## src/rtl/dstat_pkg.sv

```systemverilog
package dstat_pkg;
   typedef enum logic {PICK_BYTE = 1'b0, PICK_BIT = 1'b1} pick_mode_e;

   localparam int ST_XFER_ERR = 7;
   localparam int ST_HALTED   = 5;
   localparam int ST_PROG_ERR = 4;
   localparam int ST_END_LIST = 3;
   localparam int ST_BUSY     = 2;
   localparam int ST_END_SEG  = 1;
   localparam int ST_END_LSEG = 0;
endpackage

```

## src/rtl/dstat_pack.sv

```systemverilog
module dstat_pack #(
   parameter int NUM_CH  = 4,
   parameter int FIELD_W = 8,
   localparam int W      = NUM_CH * FIELD_W
) (
   input  logic              clk,
   input  logic              rst_n,
   input  logic [W-1:0]      ch_stat,
   input  logic [NUM_CH-1:0] ch_irq,
   output logic [W-1:0]      word_q,
   output logic              irq_q
);
   logic [W-1:0] word_d;

   for (genvar c = 0; c < NUM_CH; c++) begin : g_lane
      assign word_d[(NUM_CH-1-c)*FIELD_W +: FIELD_W] = ch_stat[c*FIELD_W +: FIELD_W];
   end

   always_ff @(posedge clk or negedge rst_n) begin
      if (!rst_n) begin
         word_q <= '0;
         irq_q  <= 1'b0;
      end else begin
         word_q <= word_d;
         irq_q  <= |ch_irq;
      end
   end
endmodule

```

## src/rtl/dstat_pick.sv

```systemverilog
module dstat_pick
   import dstat_pkg::*;
#(
   parameter int         NUM_CH  = 4,
   parameter int         FIELD_W = 8,
   parameter pick_mode_e MODE    = PICK_BYTE,
   localparam int        W       = NUM_CH * FIELD_W,
   localparam int        IDX_W   = (NUM_CH > 1) ? $clog2(NUM_CH) : 1
) (
   input  logic [W-1:0]     word,
   output logic             valid,
   output logic [IDX_W-1:0] chan
);
   if (MODE == PICK_BYTE) begin : g_byte
      always_comb begin
         valid = 1'b0;
         chan  = '0;
         for (int c = 0; c < NUM_CH; c++) begin
            if (|word[(NUM_CH-1-c)*FIELD_W +: FIELD_W]) begin
               valid = 1'b1;
               chan  = IDX_W'(c);
            end
         end
      end
   end else begin : g_bit
      always_comb begin
         valid = 1'b0;
         chan  = '0;
         for (int b = W-1; b >= 0; b--) begin
            if (word[b]) begin
               valid = 1'b1;
               chan  = IDX_W'((W - 1 - b) / FIELD_W);
            end
         end
      end
   end
endmodule

```

## src/rtl/dstat_agg.sv

```systemverilog
module dstat_agg
   import dstat_pkg::*;
#(
   parameter int         NUM_CH    = 4,
   parameter int         FIELD_W   = 8,
   parameter pick_mode_e PICK_MODE = PICK_BYTE,
   localparam int        W         = NUM_CH * FIELD_W,
   localparam int        IDX_W     = (NUM_CH > 1) ? $clog2(NUM_CH) : 1
) (
   input  logic              clk,
   input  logic              rst_n,
   input  logic [W-1:0]      ch_stat,
   input  logic [NUM_CH-1:0] ch_irq,
   output logic [W-1:0]      gstat_word,
   output logic              irq_any,
   output logic              svc_valid,
   output logic [IDX_W-1:0]  svc_chan
);
   if (NUM_CH < 1) begin : g_bad_ch
      $error("dstat_agg: NUM_CH must be at least 1");
   end
   if (FIELD_W < 1) begin : g_bad_fw
      $error("dstat_agg: FIELD_W must be at least 1");
   end

   dstat_pack #(.NUM_CH(NUM_CH), .FIELD_W(FIELD_W)) u_pack (
      .clk     (clk),
      .rst_n   (rst_n),
      .ch_stat (ch_stat),
      .ch_irq  (ch_irq),
      .word_q  (gstat_word),
      .irq_q   (irq_any)
   );

   dstat_pick #(.NUM_CH(NUM_CH), .FIELD_W(FIELD_W), .MODE(PICK_MODE)) u_pick (
      .word  (gstat_word),
      .valid (svc_valid),
      .chan  (svc_chan)
   );
endmodule

```

## config.mk

```make
export PLATFORM = sky130hd
export DESIGN_NAME = dstat_agg
export DESIGN_NICKNAME = d
export VERILOG_FILES = /design/src/rtl/dstat_pkg.sv /design/src/rtl/dstat_pack.sv /design/src/rtl/dstat_pick.sv /design/src/rtl/dstat_agg.sv
export SDC_FILE = /design/constraint.sdc
export NUM_CORES = 1
export LEC_CHECK = 0
export BUFFER_PORTS_ARGS = -buffer_cell sky130_fd_sc_hd__buf_4
export CAP_MARGIN = 10
export CORE_UTILIZATION = 37
export DETAILED_ROUTE_END_ITERATION = 6
export PLACE_DENSITY_LB_ADDON = 0.15
export SYNTH_ARGS = -nofsm -noshare
export SYNTH_HDL_FRONTEND = slang
export SYNTH_HIERARCHICAL = 1
export SYNTH_SLANG_ARGS = --single-unit
```

## constraint.sdc

```tcl
create_clock -name clk -period 2 [get_ports clk]
set_clock_uncertainty 0.05 [all_clocks]
set_input_delay 0.6 -clock clk [delete_from_list [all_inputs] [get_ports clk]]
set_output_delay 0.6 -clock clk [all_outputs]
set_load 0.03 [all_outputs]
```

# == After elaboration in Yosys (flattened, before gate mapping) ==
# Cells that the tools add are included.
# totals
register_bits,33
word_cells,14
inputBits,38
out_inout_bits,36
# classes
n_reduce_logical,5
muxes,7
# op_table
operator,count
$reduce_or A8 Y1,4
$mux W1,5
$mux W2,2
$reduce_or A4 Y1,1

# == Longest topological paths before layout ==
# Gate-level depths: netlist (run 1).
# logic_depth
word_depth,5
mapped_depth,3
depth_no_buf,3

# == Hierarchy ==
# Netlist (run 1), hierarchy kept.
# by_module_without_submodules
module,seq_area_each_um2,area_per_inst_um2,cells_per_inst,n_inst
dstat_pack,825.8,833.3,34,1
dstat_pick,0.0,95.1,14,1

# == Worst setup path before layout (run 1) ==
# Ideal clock, no wire load.
# synth_path
path_type,reg2out
startpoint,reg u_pack.word_q[13]
endpoint,out svc_valid
path_buffers,0
setup_slack_ns,-0.478
t_required_ns,1.350
stages_incl_launch_ff,4
arrival_ns,1.828
cell_sequence,dfrtp_1 > nor4_1 > nand4_1 > or3_1
# synth_between
elab_chain_cells,3
# synth_lines
element,line,text
from (decl),dstat_pack.sv:10,"output logic [W-1:0] word_q,"
from (signal assigned),dstat_pack.sv:24,word_q <= word_d;
$reduce_or A8 Y1,dstat_pick.sv:19,if (|word[(NUM_CH-1-c)*FIELD_W +: FIELD_W]) begin
$mux W1 (2 in series),dstat_pick.sv:19,
to (decl),dstat_agg.sv:16,"output logic svc_valid,"
# Every way passes these cells.

# == Final worst setup path (run 1) ==
# layout_path
startpoint,reg u_pack.word_q[1]
endpoint,out svc_valid
# layout_between
elab_chain_cells,2
# layout_lines
element,line
$reduce_or A8 Y1,dstat_pick.sv:19
$mux W1,dstat_pick.sv:19
# Every way passes these cells.

==> results of run 1 <==
[per-stage QoR]
step	instances	power (mW)	worst slack (ns)
3_5_place_dp	153	0.938	-0.0947
4_1_cts	161	1.32	-0.383
5_1_grt	163	1.37	-0.485
3_3_place_gp	153	0.935	-0.0529
6_report	163	1.30	-0.383
2_1_floorplan	48	0.808	-0.311
[sequential cells by signal (all words and copies together) (netlist names)]
name           count
u_pack/irq_q       1
u_pack/word_q     32
[critical path, stage by stage (launching register included)]
cell and delay, ns:
dfrtp_2 0.43, nor4_4 0.30, nand4_1 0.17, or3_4 0.36, buf_6 0.15
[per-layer routing]
metal | routed length (um) | part of all wire (%) | vias to the layer above | GRT usage [%]
li1 | - | - | 342 | -
met1 | 680 | 33 | 339 | 19.0
met2 | 1150 | 55 | 48 | 30.3
met3 | 239 | 11 | 4 | 10.2
met4 | 26 | 1.2 | 0 | 6.76
met5 | 0 | 0 | - | 0
[area by class of cell]
cell class	instances	area, sq um
Tap cell	28	35.0
Timing Repair Buffer	79	604
Sequential cell	33	836
Clock buffer	8	58.8
Multi-Input combinational cell	15	161
Fill cell	160	602
[power groups by stage]
stage,Clock [mW],Sequential [mW],Combinational [mW]
2_1_floorplan,0,0.803,0.00470
3_3_place_gp,0,0.736,0.199
3_5_place_dp,0,0.737,0.201
4_1_cts,0.384,0.731,0.203
5_1_grt,0.421,0.734,0.216
6_report,0.365,0.730,0.203
[cells by family after synthesis]
family	share of synthesized area [%]
AOI/OAI and AO/OA	0.944
DFF	88.9
and+or+nand+nor	10.1
[how the worst min path moves through the flow]
stage | end | startpoint | cells past startpoint
final | u_pack/word_q[7] | rst_n | 1
after global routing | u_pack/word_q[3] | rst_n | 1
after CTS | u_pack/word_q[2] | rst_n | 1
after detailed placement | u_pack/word_q[2] | rst_n | 1
after global placement | u_pack/word_q[4] | rst_n | 1
after floorplan | u_pack/irq_q | rst_n | 0
[placed cells by master (no fill, tap or decap)]
| cell | Yosys | final |
|---|---|---|
| a31o_2 | 1 | 1 |
| buf_4 | 0 | 76 |
| buf_6 | 0 | 3 |
| clkbuf_1 | 0 | 2 |
| clkbuf_4 | 0 | 5 |
| clkbuf_8 | 0 | 1 |
| dfrtp_1 | 33 | 25 |
| dfrtp_2 | 0 | 8 |
| nand2_1 | 3 | 3 |
| nand4_1 | 1 | 1 |
| nor4_1 | 6 | 3 |
| nor4_2 | 2 | 1 |
| nor4_4 | 0 | 4 |
| or3_4 | 0 | 1 |
| or4_1 | 1 | 1 |
[timing repair]
action                     4_1_cts  5_1_grt
setup endpoints to repair        3        3
hold endpoints to repair         0        0
pin swaps                        5        3
setup buffers                    1        2
resized for setup                8        0
==> metrics.yaml, run 1 <==
rows: 17
track_usage_pct: 18.2
rsz0062_at_grt: "yes"
pwr-share-clk_pct: 28.1
final_util_pct: 73.8
route.detailed.drc: 0
ys.flop_type: "dfrtp_1"
synth_warnings: 6
routedWlPerCell_um: 12.8
fp.dieW_um: 52.1
setup.worst_path.start_class: "flip-flop"
cts.sinks: 33
hpwl_um: 1640
clockBufferDepth: 2
die_area_sq_mm: 0.00271
comb_power_share_pct: 15.7
clk_pin_slew_ns: 0.09
p_switching_uw: 326
gp_congestion: 0.698
placed_area_sq_mm: 0.00157
cts_buffers: 5
final_area_sq_mm: 0.00170
setup_tns_ns: -0.714
io_pins: 74
fin_crit_sh_pct: 119
relSlewSlack_pct: 73.8
fin_crit_ns: 2.38
hold_class: "input port to asynchronous set/reset pin"
grt_pass1_wl_um: 3280
violations: "setup timing"
cap_viol_max_count: 0
die_y_um: 52.1
num_vias: 733
area_growth_pct: 82.6
cp-end-kind: "primary output"
syn_nets: 86
synthTopCellsByArea: "dfrtp_1, nor4_1, nor4_2"
synth_edf_count: 0
via_per_inst: 4.50
n_antenna_cell: 0
pwr_density_cell_mw_per_mm2: 766
cts_root_buffer: "clkbuf_4"
max_freq_ghz: 0.420
maxSlewViolCount: 0
syn_avg_cell_area_sq_um: 19.3
synthTopCellsByCount: "dfrtp_1, nor4_1, nand2_1"
grt_pass1_vias: 721
antenna_found_initial: 0
leakage_nw: 0.807
drt_iter0_drc: 2
power.internal_uw: 972
grt_overflow: 0
yosysSeqAreaShare_pct: 88.9
status: "complete, but fails checks"
firstDrtPassIters: 3
tightestPinTransition_ns: 0.393
async_flop_share_pct: 100
setup_viol: 3
grt_max_degree: 34
crit_arrival_ns: 1.73
vdd.ir_drop.worst_v: 0.000604
crit_end: "svc_valid"
io_buffer_count: 73
synthesis.area_sq_um: 928
cts.hold.buffers_added: 0
htreeDepth: 2
core-area_sq_mm: 0.00230
ys_ff_latch: 33
drive_above_1_share_pct: 74.1
worst_slack_ns: -0.383
required_ns: 1.35
hold_viol_final: 0
power_switching_share_pct: 25.1
wl_um: 2090
synth.most_common_cell: "dfrtp_1"
synth_area_leader_cell: "dfrtp_1"
initial_core_util_pct: 40.4
synth.distinct_cells: 8
path_class: "flip-flop to primary output"
netlist.area_leader.share_pct: 88.9
crit_start: "u_pack/word_q[1]"
fin_nets: 172
synthCells: 48
ant_nets: 0
path_max_fanout: 2
cts_tree: "done"
whs_ns: 0.144
seq_power_share_pct: 56.2
Power figures use the tool's default switching activity.
==> inputs of run 2 (changes only) <==
clock period = 2.6 ns   (was 2 ns; I/O delays follow)
==> run 2 against run 1 <==
The flow now finishes without violations. Via count grew 0.14%. Design area is 4.1% lower. Final cell count is 3.7% lower. Worst hold slack better by 0.19 ns. Power decreased by 24%. Sequential share of layout area increased by 1.5 points. Wire length is 3.1% higher. Clock power fell by 25%. Global-route usage decreased by 0.78 points.
==> metrics.yaml, run 2 (same netlist as run 1, synthesis figures left out) <==
status: "finished clean"
initial_core_util_pct: 40.4
dp.cells: 149
cp-end-kind: "primary output"
htreeDepth: 2
grt_max_degree: 34
die_y_um: 52.1
setup_tns_ns: 0
io_buffer_count: 73
antenna_found_initial: 0
clockBufferDepth: 2
final_area_sq_mm: 0.00163
final_util_pct: 70.8
maxSlewViolCount: 0
required_ns: 1.77
fin_crit_ns: 2.54
drive_above_1_share_pct: 68.2
hpwl_um: 1740
final_common_cell: "buf_4"
wl_um: 2160
hold_class: "input port to asynchronous set/reset pin"
crit_arrival_ns: 1.71
multi_input_area_sq_um: 150
via_per_inst: 4.68
route.detailed.drc: 0
area_growth_pct: 75.1
clk_pin_slew_ns: 0.09
cts.sinks: 33
cts_buffers: 5
relSlewSlack_pct: 74.1
leakage_nw: 0.783
cap_viol_max_count: 0
grt_pass1_wl_um: 3080
num_vias: 734
top_register: "u_pack/word_q"
io_pins: 74
n_antenna_cell: 0
regArea_sq_um: 826
core-area_sq_mm: 0.00230
hold_viol_final: 0
tightestPinTransition_ns: 0.388
routedWlPerCell_um: 13.7
rows: 17
layout_common_cells: "buf_4, dfrtp_1, clkbuf_4"
die_area_sq_mm: 0.00271
cts_root_buffer: "clkbuf_4"
gp_congestion: 0.772
setup_viol: 0
fp.dieW_um: 52.1
setup.worst_path.start_class: "flip-flop"
placed_area_sq_mm: 0.00152
cts_tree: "done"
fin_crit_sh_pct: 97.6
firstDrtPassIters: 2
top_regs: "u_pack/word_q x32, u_pack/irq_q x1"
fill_cells: 165
pwr_density_cell_mw_per_mm2: 605
grt_pass1_vias: 700
ant_nets: 0
rsz0062_at_grt: "yes"
drt_iter0_drc: 5
path_class: "flip-flop to primary output"
track_usage_pct: 17.5
vdd.ir_drop.worst_v: 0.000391
max_freq_ghz: 0.394
cts.hold.buffers_added: 0
final_cells: 157
largest_reg_flops: 32
path_max_fanout: 2
grt_overflow: 0
fin_nets: 167
==> run 2: cell types whose count changed in the layout (fill, tap and decap cells not counted), sizes merged <==
cell / before / now
clkbuf: 8 / 7
buf: 79 / 74
==> run 2: per-layer routing <==
layer	part of all wire (%)	GRT usage, %	vias up
li1	-	-	332
met1	30	16.6	352
met2	60	31.8	46
met3	7.8	8.19	4
met4	1.5	6.76	0
met5	0	0	-
==> run 2: worst max-delay path, cell delays in order, from the launching register on <==
cell	delay (ns)
dfrtp_1	0.43
nor4_4	0.31
nand4_1	0.16
or3_4	0.35
buf_6	0.14
==> run 2: layout make-up <==
class,count,area share (%)
multi-input combinational,15,9.24
tap,28,2.16
sequential,33,50.8
clock buffer,7,3.39
timing repair buffer,74,34.4
==> run 2: how the worst max path moves through the flow <==
stage                                  from   endpoint  slack [ns]  cells after the start
after global routing       u_pack/word_q[9]  svc_valid       -0.04                      4
after global placement    u_pack/word_q[13]  svc_valid        0.36                      4
final                      u_pack/word_q[9]  svc_valid        0.06                      4
after CTS                 u_pack/word_q[13]  svc_valid        0.01                      4
after floorplan            u_pack/word_q[9]  svc_valid        0.04                      3
after detailed placement  u_pack/word_q[12]  svc_valid        0.30                      4
==> run 2: power breakdown <==
group | switching, mW | internal [mW]
Combinational | 0.0811 | 0.0700
Clock | 0.146 | 0.128
Sequential | 0.0207 | 0.539
==> run 2: timing repair <==
action | in CTS | in global routing
pin swaps | 0 | 3
resized for setup | 3 | 4
setup buffers | 0 | 1
endpoints found under the setup margin | 1 | 1
==> run 2: stage by stage <==
step | setup WS [ns] | total power [mW] | hold WS [ns]
floorplan | 0.0380 | 0.619 | 0.434
global placement | 0.361 | 0.713 | 0.682
detailed placement | 0.304 | 0.718 | 0.686
CTS | 0.0139 | 0.994 | 0.334
finish | 0.0628 | 0.984 | 0.331
global route | -0.0419 | 1.03 | 0.345
==> inputs of run 3 (changes only) <==
BUFFER_PORTS_ARGS = -buffer_cell sky130_fd_sc_hd__buf_2   (was -buffer_cell sky130_fd_sc_hd__buf_4)
==> run 3 against run 2 <==
Non-clock buffer count unchanged. Combinational power shrank 19%. Power increased by 7.8%. Sequential share of layout area grew 5.1 points. Core utilization decreased by 6.4 points. Clock power grew 39%. Die area unchanged. First-iteration DRC count unchanged. Critical path type unchanged. Critical endpoint unchanged. Largest cell class unchanged. Largest power group unchanged.
==> metrics.yaml, run 3 (same netlist as run 1, synthesis figures left out) <==
grt_pass1_vias: 696
pwr_density_cell_mw_per_mm2: 718
slowest_stage: "dfrtp_1"
layout_common_cells: "buf_2, dfrtp_1, clkbuf_4"
gp_congestion: 0.752
whs_ns: 0.442
hold_viol_final: 0
required_ns: 1.77
top_regs: "u_pack/word_q x32, u_pack/irq_q x1"
crit_arrival_ns: 1.70
grt_pass1_wl_um: 2950
track_usage_pct: 16.6
drt_iter0_drc: 5
fp.dieW_um: 52.1
path_cells: "nor4_4, nand4_1, or3_4, buf_6"
regArea_sq_um: 826
final_cells: 158
ant_nets: 0
area_growth_pct: 59.2
via_per_inst: 4.44
final_util_pct: 64.3
path_buf_inv: 1
firstDrtPassIters: 2
setup.worst_path.start_class: "flip-flop"
num_vias: 702
multi_input_area_sq_um: 153
cpPeakStageDelay_ns: 0.42
final_common_cell: "buf_2"
rsz0062_at_grt: "yes"
route.detailed.drc: 0
initial_core_util_pct: 40.4
routedWlPerCell_um: 12.6
relSlewSlack_pct: 55.4
htreeDepth: 2
rows: 17
hold_class: "input port to asynchronous set/reset pin"
die_area_sq_mm: 0.00271
status: "finished clean"
path_max_fanout: 2
clk_pin_slew_ns: 0.10
grt_max_degree: 34
maxSlewViolCount: 0
cts_buffers: 5
die_y_um: 52.1
fill_cells: 197
fin_crit_ns: 2.53
fin_crit_sh_pct: 97.5
worst_path_dominant_cell_family: "simple AND/OR/NAND/NOR gates"
tightestPinTransition_ns: 0.669
wl_um: 1990
cp-end-kind: "primary output"
dp.cells: 149
io_buffer_count: 73
top_register: "u_pack/word_q"
vdd.ir_drop.worst_v: 0.000491
drive_above_1_share_pct: 67.7
io_pins: 74
setup_viol: 0
leakage_nw: 0.734
cts.hold.buffers_added: 0
largest_reg_flops: 32
cts_root_buffer: "clkbuf_4"
fin_nets: 167
antenna_found_initial: 0
cap_viol_max_count: 0
cts_tree: "done"
clockBufferDepth: 2
max_freq_ghz: 0.395
cts.sinks: 33
grt_overflow: 0
core-area_sq_mm: 0.00230
n_antenna_cell: 0
path_class: "flip-flop to primary output"
-- run 3: cell types whose count changed in the layout (fill, tap and decap cells not counted) --
cell	delta
buf_2	+72
buf_4	-72
nor4_2	-2
bufinv_16	+1
nor4_1	+1
nor4_4	+1
-- run 3: timing repair --
action | in CTS | in global routing
resized for setup | 1 | 8
setup endpoints to repair | 1 | 1
buffers inserted | 0 | 1
pin swaps | 0 | 2
-- run 3: area by class of cell --
type | count | area share (%)
Sequential cell | 33 | 55.9
Tap cell | 28 | 2.37
Timing Repair Buffer | 74 | 25.7
Multi-Input combinational cell | 15 | 10.3
Clock buffer | 7 | 3.73
Clock inverter | 1 | 2.03
-- run 3: final timing paths --
| kind | endpoint | slack [ns] | startpoint | cells after the start |
|---|---|---|---|---|
| worst max-delay path | svc_valid | 0.07 | u_pack/word_q[14] | 4 |
| worst min-delay path | u_pack/word_q[0] | 0.44 | rst_n | 1 |
| max in group asynchronous | u_pack/word_q[6] | 1.63 | rst_n | 1 |
| min in group clk | u_pack/word_q[10] | 0.51 | ch_stat[18] | 1 |
-- run 3: through the flow --
stage,power [mW],area (sq um),worst slack (ns),TNS [ns]
2_1_floorplan,0.619,933,0.0380,0
3_3_place_gp,0.682,1330,0.366,0
3_5_place_dp,0.685,1330,0.288,0
4_1_cts,1.07,1430,0.00397,0
5_1_grt,1.12,1480,-0.0442,-0.0442
6_report,1.06,1480,0.0655,0
-- run 3: routing by layer --
layer	GRT usage (%)	wire length (um)
met1	13.8	589
met2	32.1	1210
met3	7.31	175
met4	8.11	16
met5	0	0
-- run 3: report_power, final --
group / switching (mW) / internal, mW
logic: 0.0811 / 0.0408
clock network: 0.152 / 0.230
registers: 0.0187 / 0.539
total: 0.251 / 0.809
